File: config.mk
export PLATFORM = sky130hd
export DESIGN_NAME = pdseq_top
export DESIGN_NICKNAME = d
export VERILOG_FILES = /design/src/rtl/pdseq_pkg.sv /design/src/rtl/pdseq_delay.sv /design/src/rtl/pdseq_refcnt.sv /design/src/rtl/pdseq_top.sv
export SDC_FILE = /design/constraint.sdc
export NUM_CORES = 1
export LEC_CHECK = 0
export BUFFER_PORTS_ARGS = -buffer_cell sky130_fd_sc_hd__buf_4
export CAP_MARGIN = 20
export CORE_AREA = 2 2 81 83
export CTS_BUF_LIST = sky130_fd_sc_hd__clkbuf_4 sky130_fd_sc_hd__clkbuf_8
export DETAILED_ROUTE_END_ITERATION = 6
export DIE_AREA = 0 0 83 85
export PLACE_DENSITY = 0.84
export SLEW_MARGIN = 40
export SYNTH_ARGS = -nofsm -noshare
export SYNTH_HDL_FRONTEND = slang
export SYNTH_HIERARCHICAL = 1
export SYNTH_SLANG_ARGS = --single-unit
export TNS_END_PERCENT = 30
File: constraint.sdc
create_clock -name clk -period 5.6 [get_ports clk]
set_input_delay 0.56 -clock clk [delete_from_list [all_inputs] [get_ports clk]]
set_output_delay 0.56 -clock clk [all_outputs]
set_load 0.02 [all_outputs]
File: src/rtl/pdseq_pkg.sv
package pdseq_pkg;

    typedef enum logic [1:0] {
        OP_PREA   = 2'd0,
        OP_REF    = 2'd1,
        OP_REFINC = 2'd2,
        OP_PDN    = 2'd3
    } op_e;

    typedef enum logic [3:0] {
        S_IDLE,
        S_CLOSE,
        S_SWEEP,
        S_QUIET,
        S_PDN,
        S_OFFWAIT,
        S_SLEEP,
        S_RESTORE,
        S_SBW,
        S_WAKE,
        S_BURST1,
        S_BURST2
    } state_e;

    localparam logic [7:0] SBUS_PM_ADDR = 8'h03;
    localparam logic [7:0] SBUS_PX_DATA = 8'h01;

endpackage

File: src/rtl/pdseq_delay.sv
module pdseq_delay #(
    parameter int W = 16
) (
    input  logic         clk,
    input  logic         rst_n,
    input  logic         load,
    input  logic [W-1:0] load_val,
    output logic         last
);
    logic [W-1:0] cnt_d, cnt_q;

    always_comb begin
        cnt_d = cnt_q;
        if (load) begin
            cnt_d = load_val;
        end else if (cnt_q != '0) begin
            cnt_d = cnt_q - W'(1);
        end
    end

    always_ff @(posedge clk) begin
        if (!rst_n) cnt_q <= '0;
        else        cnt_q <= cnt_d;
    end

    // a wait state loaded with v lasts v cycles: it leaves while the count reads 1
    assign last = (cnt_q <= W'(1));
endmodule

File: src/rtl/pdseq_refcnt.sv
module pdseq_refcnt #(
    parameter int NB = 8,
    parameter int CW = 12,
    localparam int BW = (NB > 1) ? $clog2(NB) : 1
) (
    input  logic          clk,
    input  logic          rst_n,
    input  logic          clr,
    input  logic          step,
    output logic [CW-1:0] count,
    output logic [BW-1:0] bank,
    output logic          bank_last
);
    logic [CW-1:0] cnt_d, cnt_q;

    always_comb begin
        cnt_d = cnt_q;
        if (clr)       cnt_d = '0;
        else if (step) cnt_d = cnt_q + CW'(1);
    end

    always_ff @(posedge clk) begin
        if (!rst_n) cnt_q <= '0;
        else        cnt_q <= cnt_d;
    end

    assign count = cnt_q;

    generate
        if ((NB & (NB - 1)) == 0) begin : g_pow2
            assign bank = cnt_q[BW-1:0];
        end else begin : g_wrap
            logic [BW-1:0] bk_d, bk_q;
            always_comb begin
                bk_d = bk_q;
                if (clr)       bk_d = '0;
                else if (step) bk_d = (bk_q == BW'(NB - 1)) ? '0 : bk_q + BW'(1);
            end
            always_ff @(posedge clk) begin
                if (!rst_n) bk_q <= '0;
                else        bk_q <= bk_d;
            end
            assign bank = bk_q;
        end
    endgenerate

    assign bank_last = (bank == BW'(NB - 1));
endmodule

File: src/rtl/pdseq_top.sv
module pdseq_top
    import pdseq_pkg::*;
#(
    parameter int NUM_BANKS = 8,
    parameter int DLY_W     = 16,
    parameter int REFS_W    = 12,
    localparam int BANK_W   = (NUM_BANKS > 1) ? $clog2(NUM_BANKS) : 1
) (
    input  logic              clk,
    input  logic              rst_n,
    input  logic              pd_req,
    input  logic              wake_req,
    input  logic [DLY_W-1:0]  cfg_quiet,
    input  logic [DLY_W-1:0]  cfg_off_dly,
    input  logic [DLY_W-1:0]  cfg_restore_lead,
    input  logic [DLY_W-1:0]  cfg_wake_gap,
    input  logic [REFS_W-1:0] cfg_extra_refs,
    output logic              cmd_valid,
    input  logic              cmd_ready,
    output logic [1:0]        cmd_op,
    output logic [BANK_W-1:0] cmd_bank,
    output logic              sbus_valid,
    input  logic              sbus_ready,
    output logic [7:0]        sbus_addr,
    output logic [7:0]        sbus_data,
    output logic              clk_off_en,
    output logic              term_off_en,
    output logic              ready
);
    localparam int CW = (REFS_W > BANK_W) ? REFS_W : BANK_W + 1;

    typedef struct packed {
        state_e st;
    } regs_t;

    regs_t r_d, r_q;

    logic             dly_load;
    logic [DLY_W-1:0] dly_val;
    logic             dly_last;
    logic             rc_clr;
    logic             rc_step;
    logic [CW-1:0]    rc_count;
    logic [BANK_W-1:0] rc_bank;
    logic             rc_bank_last;
    logic             cmd_hs;
    logic             sbus_hs;
    logic [CW-1:0]    extra_last;

    pdseq_delay #(.W(DLY_W)) i_delay (
        .clk      (clk),
        .rst_n    (rst_n),
        .load     (dly_load),
        .load_val (dly_val),
        .last     (dly_last)
    );

    pdseq_refcnt #(.NB(NUM_BANKS), .CW(CW)) i_refcnt (
        .clk       (clk),
        .rst_n     (rst_n),
        .clr       (rc_clr),
        .step      (rc_step),
        .count     (rc_count),
        .bank      (rc_bank),
        .bank_last (rc_bank_last)
    );

    assign cmd_hs     = cmd_valid && cmd_ready;
    assign sbus_hs    = sbus_valid && sbus_ready;
    assign extra_last = CW'(cfg_extra_refs) - CW'(1);

    always_comb begin
        r_d      = r_q;
        dly_load = 1'b0;
        dly_val  = '0;
        rc_clr   = 1'b0;
        rc_step  = 1'b0;
        unique case (r_q.st)
            S_IDLE: begin
                if (pd_req) r_d.st = S_CLOSE;
            end
            S_CLOSE: begin
                if (cmd_hs) begin
                    rc_clr  = 1'b1;
                    r_d.st  = S_SWEEP;
                end
            end
            S_SWEEP: begin
                if (cmd_hs) begin
                    rc_step = 1'b1;
                    if (rc_bank_last) begin
                        if (cfg_quiet == '0) begin
                            r_d.st = S_PDN;
                        end else begin
                            dly_load = 1'b1;
                            dly_val  = cfg_quiet;
                            r_d.st   = S_QUIET;
                        end
                    end
                end
            end
            S_QUIET: begin
                if (dly_last) r_d.st = S_PDN;
            end
            S_PDN: begin
                if (cmd_hs) begin
                    if (cfg_off_dly == '0) begin
                        r_d.st = S_SLEEP;
                    end else begin
                        dly_load = 1'b1;
                        dly_val  = cfg_off_dly;
                        r_d.st   = S_OFFWAIT;
                    end
                end
            end
            S_OFFWAIT: begin
                if (dly_last) r_d.st = S_SLEEP;
            end
            S_SLEEP: begin
                if (wake_req) begin
                    if (cfg_restore_lead == '0) begin
                        r_d.st = S_SBW;
                    end else begin
                        dly_load = 1'b1;
                        dly_val  = cfg_restore_lead;
                        r_d.st   = S_RESTORE;
                    end
                end
            end
            S_RESTORE: begin
                if (dly_last) r_d.st = S_SBW;
            end
            S_SBW: begin
                if (sbus_hs) begin
                    rc_clr = 1'b1;
                    if (cfg_wake_gap == '0) begin
                        r_d.st = S_BURST1;
                    end else begin
                        dly_load = 1'b1;
                        dly_val  = cfg_wake_gap;
                        r_d.st   = S_WAKE;
                    end
                end
            end
            S_WAKE: begin
                if (dly_last) r_d.st = S_BURST1;
            end
            S_BURST1: begin
                if (cmd_hs) begin
                    if (rc_bank_last) begin
                        rc_clr = 1'b1;
                        r_d.st = (cfg_extra_refs == '0) ? S_IDLE : S_BURST2;
                    end else begin
                        rc_step = 1'b1;
                    end
                end
            end
            S_BURST2: begin
                if (cmd_hs) begin
                    rc_step = 1'b1;
                    if (rc_count == extra_last) r_d.st = S_IDLE;
                end
            end
            default: r_d.st = S_IDLE;
        endcase
    end

    always_ff @(posedge clk) begin
        if (!rst_n) r_q.st <= S_IDLE;
        else        r_q    <= r_d;
    end

    always_comb begin
        cmd_valid = 1'b0;
        cmd_op    = OP_PREA;
        cmd_bank  = '0;
        unique case (r_q.st)
            S_CLOSE: begin
                cmd_valid = 1'b1;
                cmd_op    = OP_PREA;
            end
            S_SWEEP: begin
                cmd_valid = 1'b1;
                cmd_op    = OP_REF;
                cmd_bank  = rc_bank;
            end
            S_PDN: begin
                cmd_valid = 1'b1;
                cmd_op    = OP_PDN;
            end
            S_BURST1, S_BURST2: begin
                cmd_valid = 1'b1;
                cmd_op    = rc_bank_last ? OP_REFINC : OP_REF;
                cmd_bank  = rc_bank;
            end
            default: ;
        endcase
    end

    assign sbus_valid  = (r_q.st == S_SBW);
    assign sbus_addr   = sbus_valid ? SBUS_PM_ADDR : 8'h00;
    assign sbus_data   = sbus_valid ? SBUS_PX_DATA : 8'h00;
    assign clk_off_en  = (r_q.st == S_SLEEP);
    assign term_off_en = (r_q.st == S_SLEEP);
    assign ready       = (r_q.st == S_IDLE);
endmodule

## Yosys cells after proc, flatten, opt, wreduce, memory -nomap -nowiden

Cells that the tools add are included.

| operators by class | value |
|---|---|
| add/sub/neg operators | 3 |
| $lt $le $gt $ge | 1 |
| eq/ne operators | 28 |
| multiplexer cells | 57 |
| bitwise logic cells | 1 |
| reductions and logical operators | 16 |

Operators with widths:

| operator | number |
|---|---|
| $mux 16 | 11 |
| $mux 4 | 17 |
| $logic_not 16->1 | 4 |
| $pmux 16 s4 | 1 |
| $pmux 4 s12 | 1 |
| $ne 2x2->1 const B | 14 |
| $mux 1 | 17 |
| $eq 4x3->1 const B | 4 |
| $eq 4x4->1 const B | 4 |
| $le 16x1->1 const B | 1 |
| $reduce_bool 16->1 | 1 |
| $sub 16x1->16 const B | 1 |
| $reduce_and 15->1 | 1 |
| $add 12x1->12 const B | 1 |
| $eq 12x12->1 | 1 |
| $logic_not 12->1 | 1 |
| $sub 12x1->12 const B | 1 |
| $eq 4x2->1 const B | 2 |
| $mux 2 | 4 |
| $mux 3 | 2 |
| $pmux 2 s3 | 1 |
| $reduce_or 2->1 | 3 |
| $reduce_or 5->1 | 1 |
| $eq 4x1->1 const B | 1 |
| 10 further kinds | 11 |

| storage, ports and cells | value |
|---|---|
| bits in registers | 32 |
| input port bits | 82 |
| output and inout bits | 26 |
| word-level logic and storage cells | 109 |

## Longest topological paths before layout

Gate-level depths: netlist of the first run.

| logic depth | value |
|---|---|
| depth in word-level cells | 7 |
| depth in mapped cells | 13 |
| depth with buffers taken out | 10 |

## Cells and area by module

Netlist of the first run, hierarchy kept.

Modules (own cells, without submodules):

| module | instances | cells an instance | area an instance (µm²) | sequential area each (µm²) |
|---|---|---|---|---|
| pdseq_top | 1 | 254 | 1709.1 | 80.1 |
| pdseq_delay | 1 | 124 | 984.7 | 320.3 |
| pdseq_refcnt | 1 | 64 | 616.8 | 240.2 |

## Least setup slack after synthesis of the first run

OpenSTA, ideal clock, no wires.

| timing | value |
|---|---|
| path kind | reg-to-reg |
| from | register r_q[0] in the netlist's numbering |
| to | register i_delay.cnt_q[0] |
| library setup time | 144 ps |
| data arrival time | 2579 ps |
| required time | 5456 ps |
| path slack | 2877 ps |
| stages on the path, launching flop included | 14 |
| path buffers | 6 |
| clock period less this slack | 2723 ps |
| cells stage by stage | dfxtp_1 -> buf_2 -> buf_2 -> nor3_2 -> and3_1 -> clkbuf_2 -> buf_2 -> nor2_1 -> o21ai_1 -> clkbuf_1 -> inv_1 -> clkbuf_1 -> o2111ai_1 -> o311ai_0 |

| on the way | value |
|---|---|
| elaborated cells between the ends (all ways) | 21 |
| those cells by class | 7 x eq/ne; 10 x mux; 4 x reduce/logical |

RTL lines:

| element | line | RTL |
|---|---|---|
| from (decl) | pdseq_top.sv:36 | `regs_t r_d, r_q;` |
| from (signal assigned) | pdseq_top.sv:170 | `else r_q <= r_d;` |
| $eq 4x4->1 (*) | pdseq_top.sv:200 | `assign sbus_valid = (r_q.st == S_SBW);` |
| net sbus_valid | pdseq_top.sv:22 | `output logic sbus_valid,` |
| $logic_and 1x1->1 | pdseq_top.sv:69 | `assign sbus_hs = sbus_valid && sbus_ready;` |
| $mux 1 | pdseq_top.sv:134 | `if (sbus_hs) begin` |
| $pmux 1 s4 (*) | pdseq_top.sv:78 | `unique case (r_q.st)` |
| net dly_load | pdseq_top.sv:38 | `logic dly_load;` |
| $mux 16 / $reduce_bool 2->1 (equally long branches) | -- |  |
| to (signal assigned) | pdseq_delay.sv:23 | `else cnt_q <= cnt_d;` |
| to (decl) | pdseq_delay.sv:10 | `logic [W-1:0] cnt_d, cnt_q;` |

Mark *: on every way through the listed nets, which the timed path passes. The rest lies on a longest branch.
A chain may end at the register's enable or synchronous reset.

## Worst setup path in the final report of the first run

| timing | value |
|---|---|
| from | register i_delay.cnt_q[4] |
| to | register r_q[3] in the netlist's numbering |

| on the way | value |
|---|---|
| longest elaborated chain between the ends | 3 |
| elaborated cells between the ends (all ways) | 6 |
| those cells by class | 1 x order compare; 4 x eq/ne; 1 x reduce/logical |

Ends and longest elaborated chain:

| element | line | RTL |
|---|---|---|
| $le 16x1->1 (*) | pdseq_delay.sv:27 | `assign last = (cnt_q <= W'(1));` |
| net dly_last | pdseq_top.sv:40 | `logic dly_last;` |
| $ne 2x2->1 (no line) | -- |  |
| $reduce_and 15->1 (no line) (*) | -- |  |

Marked as above.

==> results of run 1 <==
report_power, final:
part	switching [µW]	internal, µW	total [µW]	leakage, µW
logic	437	333	770	0.00122
clock network	84.0	110	194	0.0000523
registers	92.1	279	371	0.000261
layout by cell type (no fill, tap or decap), types with 3 or more instances in the layout:
cell type,Yosys,routed
inv_1,14,14
a21boi_0,3,3
nand3_1,20,20
a22oi_1,33,33
and2_1,7,7
clkbuf_8,0,6
o21ai_1,10,9
and3_1,4,4
o31ai_1,4,4
a31oi_1,5,5
buf_4,20,95
conb_1,1,13
ha_1,5,5
nor4_1,24,24
nor2b_1,6,6
o21ai_0,27,27
or3_1,3,3
a211oi_1,3,3
mux2i_1,9,9
nor2_1,29,29
nand2_1,25,25
xor2_1,8,8
or4_1,4,4
o211ai_1,7,7
nor3b_1,3,3
nor3_1,13,13
nand2b_1,8,8
xnor2_1,18,18
a21oi_1,13,13
nand4_1,8,8
dfxtp_1,32,32
final cells by class:
class | instances | share of cell area
inverter | 14 | 0.0131
timing repair buffer | 95 | 0.178
clock buffer | 8 | 0.0244
tap | 77 | 0.0240
multi-input combinational | 365 | 0.601
sequential | 32 | 0.160
stage by stage:
| step | setup slack [ps] | cell area, µm² |
|---|---|---|
| 3_5_place_dp | 2150 | 3910 |
| 3_3_place_gp | 2310 | 3910 |
| 4_1_cts | 2120 | 4000 |
| 2_1_floorplan | 2880 | 3360 |
| 6_report | 2340 | 4010 |
| 5_1_grt | 2020 | 4010 |
worst min path at each step:
| stage | start | endpoint | slack [ps] |
|---|---|---|---|
| 6_report | i_refcnt/count[11] | i_refcnt/count[11] | 500 |
| 5_1_grt | i_refcnt/count[11] | i_refcnt/count[11] | 530 |
| 4_1_cts | i_refcnt/count[11] | i_refcnt/count[11] | 500 |
| 3_5_place_dp | i_refcnt/count[11] | i_refcnt/count[11] | 490 |
| 3_3_place_gp | i_refcnt/count[11] | i_refcnt/count[11] | 470 |
| 2_1_floorplan | i_refcnt/count[11] | i_refcnt/count[11] | 460 |
Yosys cell counts (3+ instances only):
cell / n
o31ai_1: 4
a21oi_1: 13
nor4_1: 24
nor3_1: 13
a21boi_0: 3
and2_1: 7
o21ai_1: 10
buf_4: 20
nand3_1: 20
o211ai_1: 7
a211oi_1: 3
nand2_1: 25
nor2b_1: 6
a31oi_1: 5
buf_2: 12
clkbuf_1: 9
o21ai_0: 27
nand2b_1: 8
or4_1: 4
xor2_1: 8
inv_1: 14
xnor2_1: 18
nor2_1: 29
nor3b_1: 3
nand4_1: 8
mux2i_1: 9
and3_1: 4
or3_1: 3
ha_1: 5
dfxtp_1: 32
a22oi_1: 33
kinds of logic (layout without fill, tap and decap cells):
family	Yosys count	after routing
buffers and inverters	57	117
AO/OA/AOI/OAI	136	136
adder cells (fa/ha/maj)	5	5
flip-flops	32	32
multiplexers	10	10
AND/OR/NAND/NOR	175	175
XOR/XNOR	26	26
other	1	13
flip-flops by register name (all words and copies together) (netlist names):
signal          count
i_delay/cnt_q      16
i_refcnt/count     12
r_q                 4
routing by layer:
| metal | vias to the layer above | GRT usage | routed length (µm) |
|---|---|---|---|
| li1 | 1805 | - | - |
| met3 | 31 | 0.0798 | 835 |
| met4 | 0 | 0.0805 | 260 |
| met5 | - | 0 | 0 |
| met1 | 1748 | 0.343 | 3930 |
| met2 | 203 | 0.477 | 4910 |
critical path, delay by kind of cell, from the launching register on:
family,cells,cell delay (ps)
simple gates,6,2250
compound gates,3,510
flops,1,370
==> impl_results.md, run 1 <==
* Outcome: completed
* Clock tree sinks at 32
* Core area at between 0.006 and 0.007 mm²
* Final HPWL DP at between 7000 and 8000 µm
* IO Port Bufs at 94
* H-tree levels at 2
* Area delta synth->final at 21.0%
* Setup_tns at 0 ps
* Post-cts resize count at 0
* CTS buffer count at 5
* Die area at between 0.007 and 0.008 mm²
* Register area share after synthesis at 0.193
* MaxCap Viol Count at 0
* Count of cell types in the netlist at 73
* Largest net degree at the start of global routing at 27
* Worst Tran Pin Value at roughly 640 ps
* First DRT Iteration DRCs at ~440
* FF-to-FF path depth at 9
* Most used DFF post-synth: dfxtp_1
* Max incr delay on CP at 610 ps
* FF+latch count, synth at 32
* Crit path capture: r_q[3]
* Clock transition at path regs at roughly 60 ps
* Clock root buffer: clkbuf_8
* CP Cell Sequence: nor4_1, nand4_1, nor4_1, nor2b_1, a32oi_1, o211a_1, nand3_1, nor4_4, a211oi_1
* Multiplexer share of the synthesized area at 0.0306
* Grt ovf at 0
* Avg Inst Size Synth at 7.49 µm²
* Total power at ~1300 µW
* Worst R2R Start: i_delay/cnt_q[4]
* Simple-gate share of the synthesized area at 0.312
* DRC at 0
* Top cell by count, worst path: nor4_1
* Antenna violations before repair at 0
* Reg-to-reg slack, setup at 2340 ps
* Hold buffers post-CTS at 0
* Total Routing Usage GR at 0.279
* Gpl congestion at approximately 0.95
* Synthesized-area fraction occupied by adder cells at 0.0189
* Vias in the first global route at about 3500
* Hold_ws at 497 ps
* CTS Buffer Depth at 2
* Final worst path period share at 0.583
* Synth area leader: dfxtp_1
* Largest family of logic cells by synthesized area: simple AND/OR/NAND/NOR gates
* Pwr Density at between 300 and 400 mW/mm²
* Reg-to-reg endpoint: r_q[3]
* Non-Filler Instances at ~590
* Min Tclk post-route at between 3000 and 4000 ps
* CP arrival at ~3400 ps
* Complex-gate fraction of the synthesized area at 0.280
* Number of antenna diodes at 0
* CP startpoint kind: register
* XOR/XNOR Fraction of Synth Area at 0.0688
* DRT Wirelength at just under 10000 µm
* Crit Path Class: reg -> reg
* RSZ-0062 raised after global routing: no
* DR vias at between 3000 and 4000
* Largest cells by area after synthesis: dfxtp_1, a22oi_1, xnor2_1
* Die Y at 85 µm
* Top cell type's share of synthesized area at 0.193
* Worst setup EP type: register
* Leak pwr at 0.00154 µW
* Hold depth at 2
* Critical path's slowest cell: nor4_1
* Worst setup path startpoint: i_delay/cnt_q[4]
* Pre-antenna DRT Iters at 5
* Clock latency on the worst-skew pair at between 200 and 300 ps
* Max Slew Vio Count at 0
* Inst Count DP at slightly below 600
* Clock skew at 7.35 ps
* Nets@finish at 600
* Area taken by multi-input logic gates at 0.00241 mm²
* CTS tree: done
* Ratio of cells with drive above 1 in the final layout at 0.239
* First-pass GRT wire length at roughly 16000 µm
* Final Hold Viols at 0
* Syn. warnings at 6
* Wire per inst at between 15 and 20 µm
* Initial core utilization at 0.534
* Chip Width at about 83 µm
* FP Rows at 29
* Top Ports at about 110
* Max frequency at between 300 and 400 MHz
* Count of final setup violators at 0
* Antenna Violating Nets Remaining at 0
* Post-synthesis async set-or-reset flop share at 0
* Worst slew margin at 0.570
* Post-Syn Instances at approximately 440
* Syn Std Cell Area at between 0.003 and 0.004 mm²
* CP required at about 5800 ps
* Filler Cell Count at around 560
* Post CTS Setup Buffer Count at 0
* Worst VDD drop at around 280 µV
* Worst min-delay path class: reg -> reg
* Vias/cell at between 6 and 7
* Register area at roughly 640 µm²
* Post-layout util at 0.646
* EDFF count, synth at 0
* Crit-path max FO at 9
No activity file was read; power rests on OpenSTA's default activity.
==> run 2: changes to the inputs <==
--- a/config.mk
+++ b/config.mk
@@ -7,11 +7,11 @@
 export LEC_CHECK = 0
 export BUFFER_PORTS_ARGS = -buffer_cell sky130_fd_sc_hd__buf_4
 export CAP_MARGIN = 20
-export CORE_AREA = 2 2 81 83
+export CORE_AREA = 2 2 87 89
 export CTS_BUF_LIST = sky130_fd_sc_hd__clkbuf_4 sky130_fd_sc_hd__clkbuf_8
 export DETAILED_ROUTE_END_ITERATION = 6
-export DIE_AREA = 0 0 83 85
-export PLACE_DENSITY = 0.84
+export DIE_AREA = 0 0 89 91
+export PLACE_DENSITY = 0.77
 export SLEW_MARGIN = 40
 export SYNTH_ARGS = -nofsm -noshare
 export SYNTH_HDL_FRONTEND = slang
==> constraint.sdc (replaced) <==
create_clock -name clk -period 2.92 [get_ports clk]
set_input_delay 0.292 -clock clk [delete_from_list [all_inputs] [get_ports clk]]
set_output_delay 0.292 -clock clk [all_outputs]
set_load 0.02 [all_outputs]
==> run 2 against run 1 <==
Setup slack lost 2100 ps. Clock skew down 3.1 ps. Critical endpoint is now r_q[1]. First-iteration DRC count down 26%. Maximum frequency rose by 23%. Worst hold slack got worse by 89 ps. Combinational power increased by 110%. Non-clock buffer count rose by 11.
==> impl_results.md, run 2 (same netlist as run 1, synthesis figures left out) <==
* Worst VDD drop at around 410 µV
* Ratio of cells with drive above 1 in the final layout at 0.254
* Die Y at roughly 90 µm
* Hold endpoint: r_q[0]
* Final worst path period share at 0.908
* FF-to-FF path depth at 9
* Antenna Violating Nets Remaining at 0
* Grt ovf at 0
* Max reg flops at 16
* Max incr delay on CP at between 300 and 400 ps
* Cell area after layout at between 0.004 and 0.005 mm²
* Pwr Density at roughly 630 mW/mm²
* Pre-antenna DRT Iters at 6
* First-pass GRT wire length at 15900 µm
* CP Cell Sequence: nor3_1, nand4_1, nor4_1, nor2b_1, a32oi_1, o211a_1, nand3_1, nor4_4, a211oi_1
* Antenna violations before repair at 0
* Nets@finish at between 600 and 700
* Reg-to-reg slack, setup at ~270 ps
* Worst slew margin at 0.630
* Final Hold Viols at 0
* Die area at slightly above 0.008 mm²
* Critical path's slowest cell: nor4_4
* Filler Cell Count at ~700
* First DRT Iteration DRCs at ~330
* Register area at approximately 640 µm²
* Setup_tns at 0 ps
* Min Tclk post-route at between 2000 and 3000 ps
* Area taken by multi-input logic gates at approximately 0.0024 mm²
* Crit Path Class: reg -> reg
* Area delta synth->final at 23.9%
* DR vias at between 3000 and 4000
* Final Worst Setup Slack at between 200 and 300 ps
* Core area at roughly 0.007 mm²
* Vias/cell at 6.10
* Dpl ws at 243 ps
* RSZ-0062 raised after global routing: no
* Crit path buf inv count at 0
* Most common cell after layout, fill and taps aside: buf_4
* Clock transition at path regs at 60 ps
* FP Rows at 31
* Reg-to-reg endpoint: r_q[1]
* DRC at 0
* MaxCap Viol Count at 0
* CP startpoint kind: register
* CTS buffer count at 5
* Count of final setup violators at 0
* CP arrival at approximately 2800 ps
* Worst Tran Pin Value at around 550 ps
* Top Ports at ~110
* Commonest cells after routing, fill and taps aside: buf_4, a22oi_1, dfxtp_1
* Outcome: completed
* Top reg by flops: i_delay/cnt_q
* IO Port Bufs at 94
* Crit path max-delay family: simple AND/OR/NAND/NOR gates
* CTS tree: done
* DRT Wirelength at 10100 µm
* Placed cell area at between 0.004 and 0.005 mm²
* Clock root buffer: clkbuf_8
* Worst setup path startpoint: i_delay/cnt_q[10]
* Gpl congestion at about 0.96
* Initial core utilization at 0.464
* Hold_ws at between 400 and 500 ps
* Vias in the first global route at 3468
* Largest net degree at the start of global routing at 27
* CP required at about 3100 ps
* Total Routing Usage GR at 0.240
* Clock skew at 4.25 ps
* Max frequency at about 380 MHz
* HP Start: rst_n
* Crit-path max FO at 8
* Max Slew Vio Count at 0
* Worst min-delay path class: in -> reg
* Wire per inst at 16.1 µm
* Clock latency on the worst-skew pair at ~280 ps
* Hold buffers post-CTS at 0
* Worst R2R Start: i_delay/cnt_q[10]
* CTS Buffer Depth at 2
* Hold depth at 3
* Final HPWL DP at about 7900 µm
* H-tree levels at 2
* Number of antenna diodes at 0
* Worst setup EP type: register
* Leak pwr at approximately 0.0016 µW
* Chip Width at 89 µm
* Clock tree sinks at 32
run 2: cell types whose count changed in the layout (fill, tap and decap cells not counted), sizes merged:
cell | before | now
clkinv | 0 | 1
clkbuf | 8 | 6
buf | 95 | 106
run 2: how the worst max path moves through the flow:
stage / endpoint / slack (ps) / cells after the start
after floorplan: i_delay/cnt_q[0] / 200 / 13
after global placement: r_q[1] / 300 / 9
after detailed placement: r_q[1] / 240 / 9
after CTS: r_q[1] / 210 / 9
after global routing: r_q[3] / 20 / 9
final: r_q[1] / 270 / 9
run 2: cell type report:
class / instances / area share
Timing Repair Buffer: 106 / 0.194
Inverter: 14 / 0.0128
Clock buffer: 6 / 0.0186
Sequential cell: 32 / 0.156
Clock inverter: 1 / 0.00122
Multi-Input combinational cell: 365 / 0.587
Tap cell: 99 / 0.0302
run 2: timing repair:
| action | 4_1_cts | 5_1_grt |
|---|---|---|
| setup endpoints to repair | 0 | 2 |
| gates resized for setup | 0 | 1 |
| buffers inserted | 0 | 0 |
run 2: routing by layer:
metal | vias to the layer above | part of all wire | GRT usage
met5 | - | 0 | 0
met4 | 0 | 0.0091 | 0.0709
met3 | 15 | 0.078 | 0.0473
met2 | 174 | 0.51 | 0.390
met1 | 1786 | 0.41 | 0.318
li1 | 1824 | - | -
run 2: worst register-to-register path, stage by stage (launching register included):
cell	delay, ps
dfxtp_1	380
nor3_1	380
nand4_1	200
nor4_1	330
nor2b_1	150
a32oi_1	190
o211a_1	200
nand3_1	160
nor4_4	390
a211oi_1	130
run 2: power breakdown:
part	total (µW)	internal (µW)	switching (µW)
logic	1580	705	873
registers	697	535	162
clock network	327	171	156
run 2: through the flow:
stage           util  power, µW  instances
2_1_floorplan      -       1810        454
3_3_place_gp   0.563       2210        616
3_5_place_dp   0.563       2240        616
4_1_cts        0.574       2580        623
5_1_grt        0.575       2790        623
6_report       0.575       2600        623
==> run 3: changes to the inputs <==
--- a/config.mk
+++ b/config.mk
@@ -8,7 +8,7 @@
 export BUFFER_PORTS_ARGS = -buffer_cell sky130_fd_sc_hd__buf_4
 export CAP_MARGIN = 20
 export CORE_AREA = 2 2 87 89
-export CTS_BUF_LIST = sky130_fd_sc_hd__clkbuf_4 sky130_fd_sc_hd__clkbuf_8
+export CTS_BUF_LIST = sky130_fd_sc_hd__clkbuf_8 sky130_fd_sc_hd__clkbuf_16
 export DETAILED_ROUTE_END_ITERATION = 6
 export DIE_AREA = 0 0 89 91
 export PLACE_DENSITY = 0.77
==> run 3 against run 2 <==
Combinational power hardly changed. Sequential power hardly changed. Critical path type unchanged. Clock skew hardly changed. Setup slack worse by 1.2 ps. Sequential cell count stayed put. Die area stayed put. Register-to-register slack hardly changed.
==> impl_results.md, run 3 (same netlist as run 1, synthesis figures left out) <==
* CP startpoint kind: register
* Worst R2R Start: i_delay/cnt_q[10]
* CTS Buffer Depth at 2
* Gpl congestion at ~0.96
* Total Routing Usage GR at 0.240
* Antenna Violating Nets Remaining at 0
* Max frequency at 377 MHz
* CP arrival at approximately 2800 ps
* Clock root buffer: clkbuf_8
* Outcome: completed
* DRT Wirelength at 10100 µm
* Top reg by flops: i_delay/cnt_q
* DR vias at between 3000 and 4000
* Metal-1 WL at between 4000 and 5000 µm
* Number of antenna diodes at 0
* First DRT Iteration DRCs at approximately 330
* Worst Tran Pin Value at roughly 550 ps
* Clock tree sinks at 32
* Initial core utilization at 0.464
* Clock latency on the worst-skew pair at approximately 280 ps
* RSZ-0062 raised after global routing: no
* Leak pwr at 0.00158 µW
* Final HPWL DP at between 7000 and 8000 µm
* FP Rows at 31
* H-tree levels at 2
* Pwr Density at between 600 and 700 mW/mm²
* Vias/cell at around 6
* Hold_ws at 408 ps
* Pre-antenna DRT Iters at 6
* Commonest cells after routing, fill and taps aside: buf_4, a22oi_1, dfxtp_1
* Ratio of cells with drive above 1 in the final layout at 0.252
* Setup_tns at 0 ps
* Antenna violations before repair at 0
* Total power at between 2000 and 3000 µW
* Final worst path period share at 0.909
* Chip Width at 89 µm
* IO Port Bufs at between 90 and 100
* Core area at 0.00714 mm²
* Crit Path Class: reg -> reg
* DRC at 0
* Hold endpoint: r_q[0]
* HP Start: rst_n
* Most common cell after layout, fill and taps aside: buf_4
* Top Ports at approximately 110
* Final Hold Viols at 0
* FF-to-FF path depth at 9
* Reg-to-reg slack, setup at between 200 and 300 ps
* Crit-path max FO at 8
* Max Slew Vio Count at 0
* Grt ovf at 0
* Worst VDD drop at ~410 µV
* Worst setup EP type: register
* Vias in the first global route at about 3500
* Worst min-delay path class: in -> reg
* Top routing layer in use: met4
* Met3 Wirelength at about 780 µm
* Post-layout util at 0.574
* CTS buffer count at 5
* Max reg flops at 16
* Worst slew margin at 0.630
* Area delta synth->final at 23.8%
* Min Tclk post-route at ~2700 ps
* Reg-to-reg endpoint: r_q[1]
* Clock transition at path regs at 60 ps
* First-pass GRT wire length at roughly 16000 µm
* Largest net degree at the start of global routing at 27
* MaxCap Viol Count at 0
* Count of final setup violators at 0
* Nets@finish at between 600 and 700
* Wire per inst at 16.1 µm
* Die Y at roughly 90 µm
* Hold depth at 3
* Clock skew at ~4.3 ps
* Die area at 0.00810 mm²
* CTS tree: done
* Post CTS Setup Buffer Count at 0
* Met2 WL at between 5000 and 6000 µm
* CP required at slightly above 3000 ps
[run 3: critical path, cell delays in order (launching register included)]
cell      delay, ps
dfxtp_1         380
nor3_1          380
nand4_1         200
nor4_1          330
nor2b_1         150
a32oi_1         190
o211a_1         200
nand3_1         160
nor4_4          390
a211oi_1        130
[run 3: stage by stage]
stage	worst slack, ps	instances	instance area (µm²)
floorplan	197	454	3360
detailed placement	243	616	4020
finish	267	623	4100
global route	23.2	623	4100
CTS	211	623	4090
global placement	305	616	4020
[run 3: layout make-up]
class | count | area [µm²]
well taps | 99 | 124
inverters | 14 | 52.6
flip-flops and latches | 32 | 641
multi-input cells | 365 | 2410
fillers | 697 | 3040
clock inverters | 2 | 8.76
clock buffers | 5 | 68.8
repair buffers | 106 | 796
[run 3: layer usage]
layer  track usage  vias to the layer above
met2         0.390                      176
met3        0.0473                       15
met4        0.0709                        0
met1         0.318                     1787
met5             0                        -
li1              -                     1823
[run 3: what timing repair did]
item | CTS | global route
hold buffers | 0 | 0
setup endpoints to repair | 0 | 2
gates resized for setup | 0 | 1
endpoints found under the hold margin | 0 | 0
[run 3: worst max-delay path by stage]
stage | from | end | slack [ps] | depth (start not counted)
floorplan | r_q[0] | i_delay/cnt_q[0] | 200 | 13
global placement | i_delay/cnt_q[4] | r_q[1] | 300 | 9
detailed placement | i_delay/cnt_q[4] | r_q[1] | 240 | 9
CTS | i_delay/cnt_q[4] | r_q[1] | 210 | 9
global route | i_delay/cnt_q[10] | r_q[3] | 20 | 9
finish | i_delay/cnt_q[10] | r_q[1] | 270 | 9
[run 3: power breakdown]
| group | total (µW) | switching [µW] | internal [µW] |
|---|---|---|---|
| logic | 1580 | 873 | 705 |
| clock network | 315 | 157 | 158 |
| registers | 697 | 162 | 535 |
| total | 2590 | 1190 | 1400 |
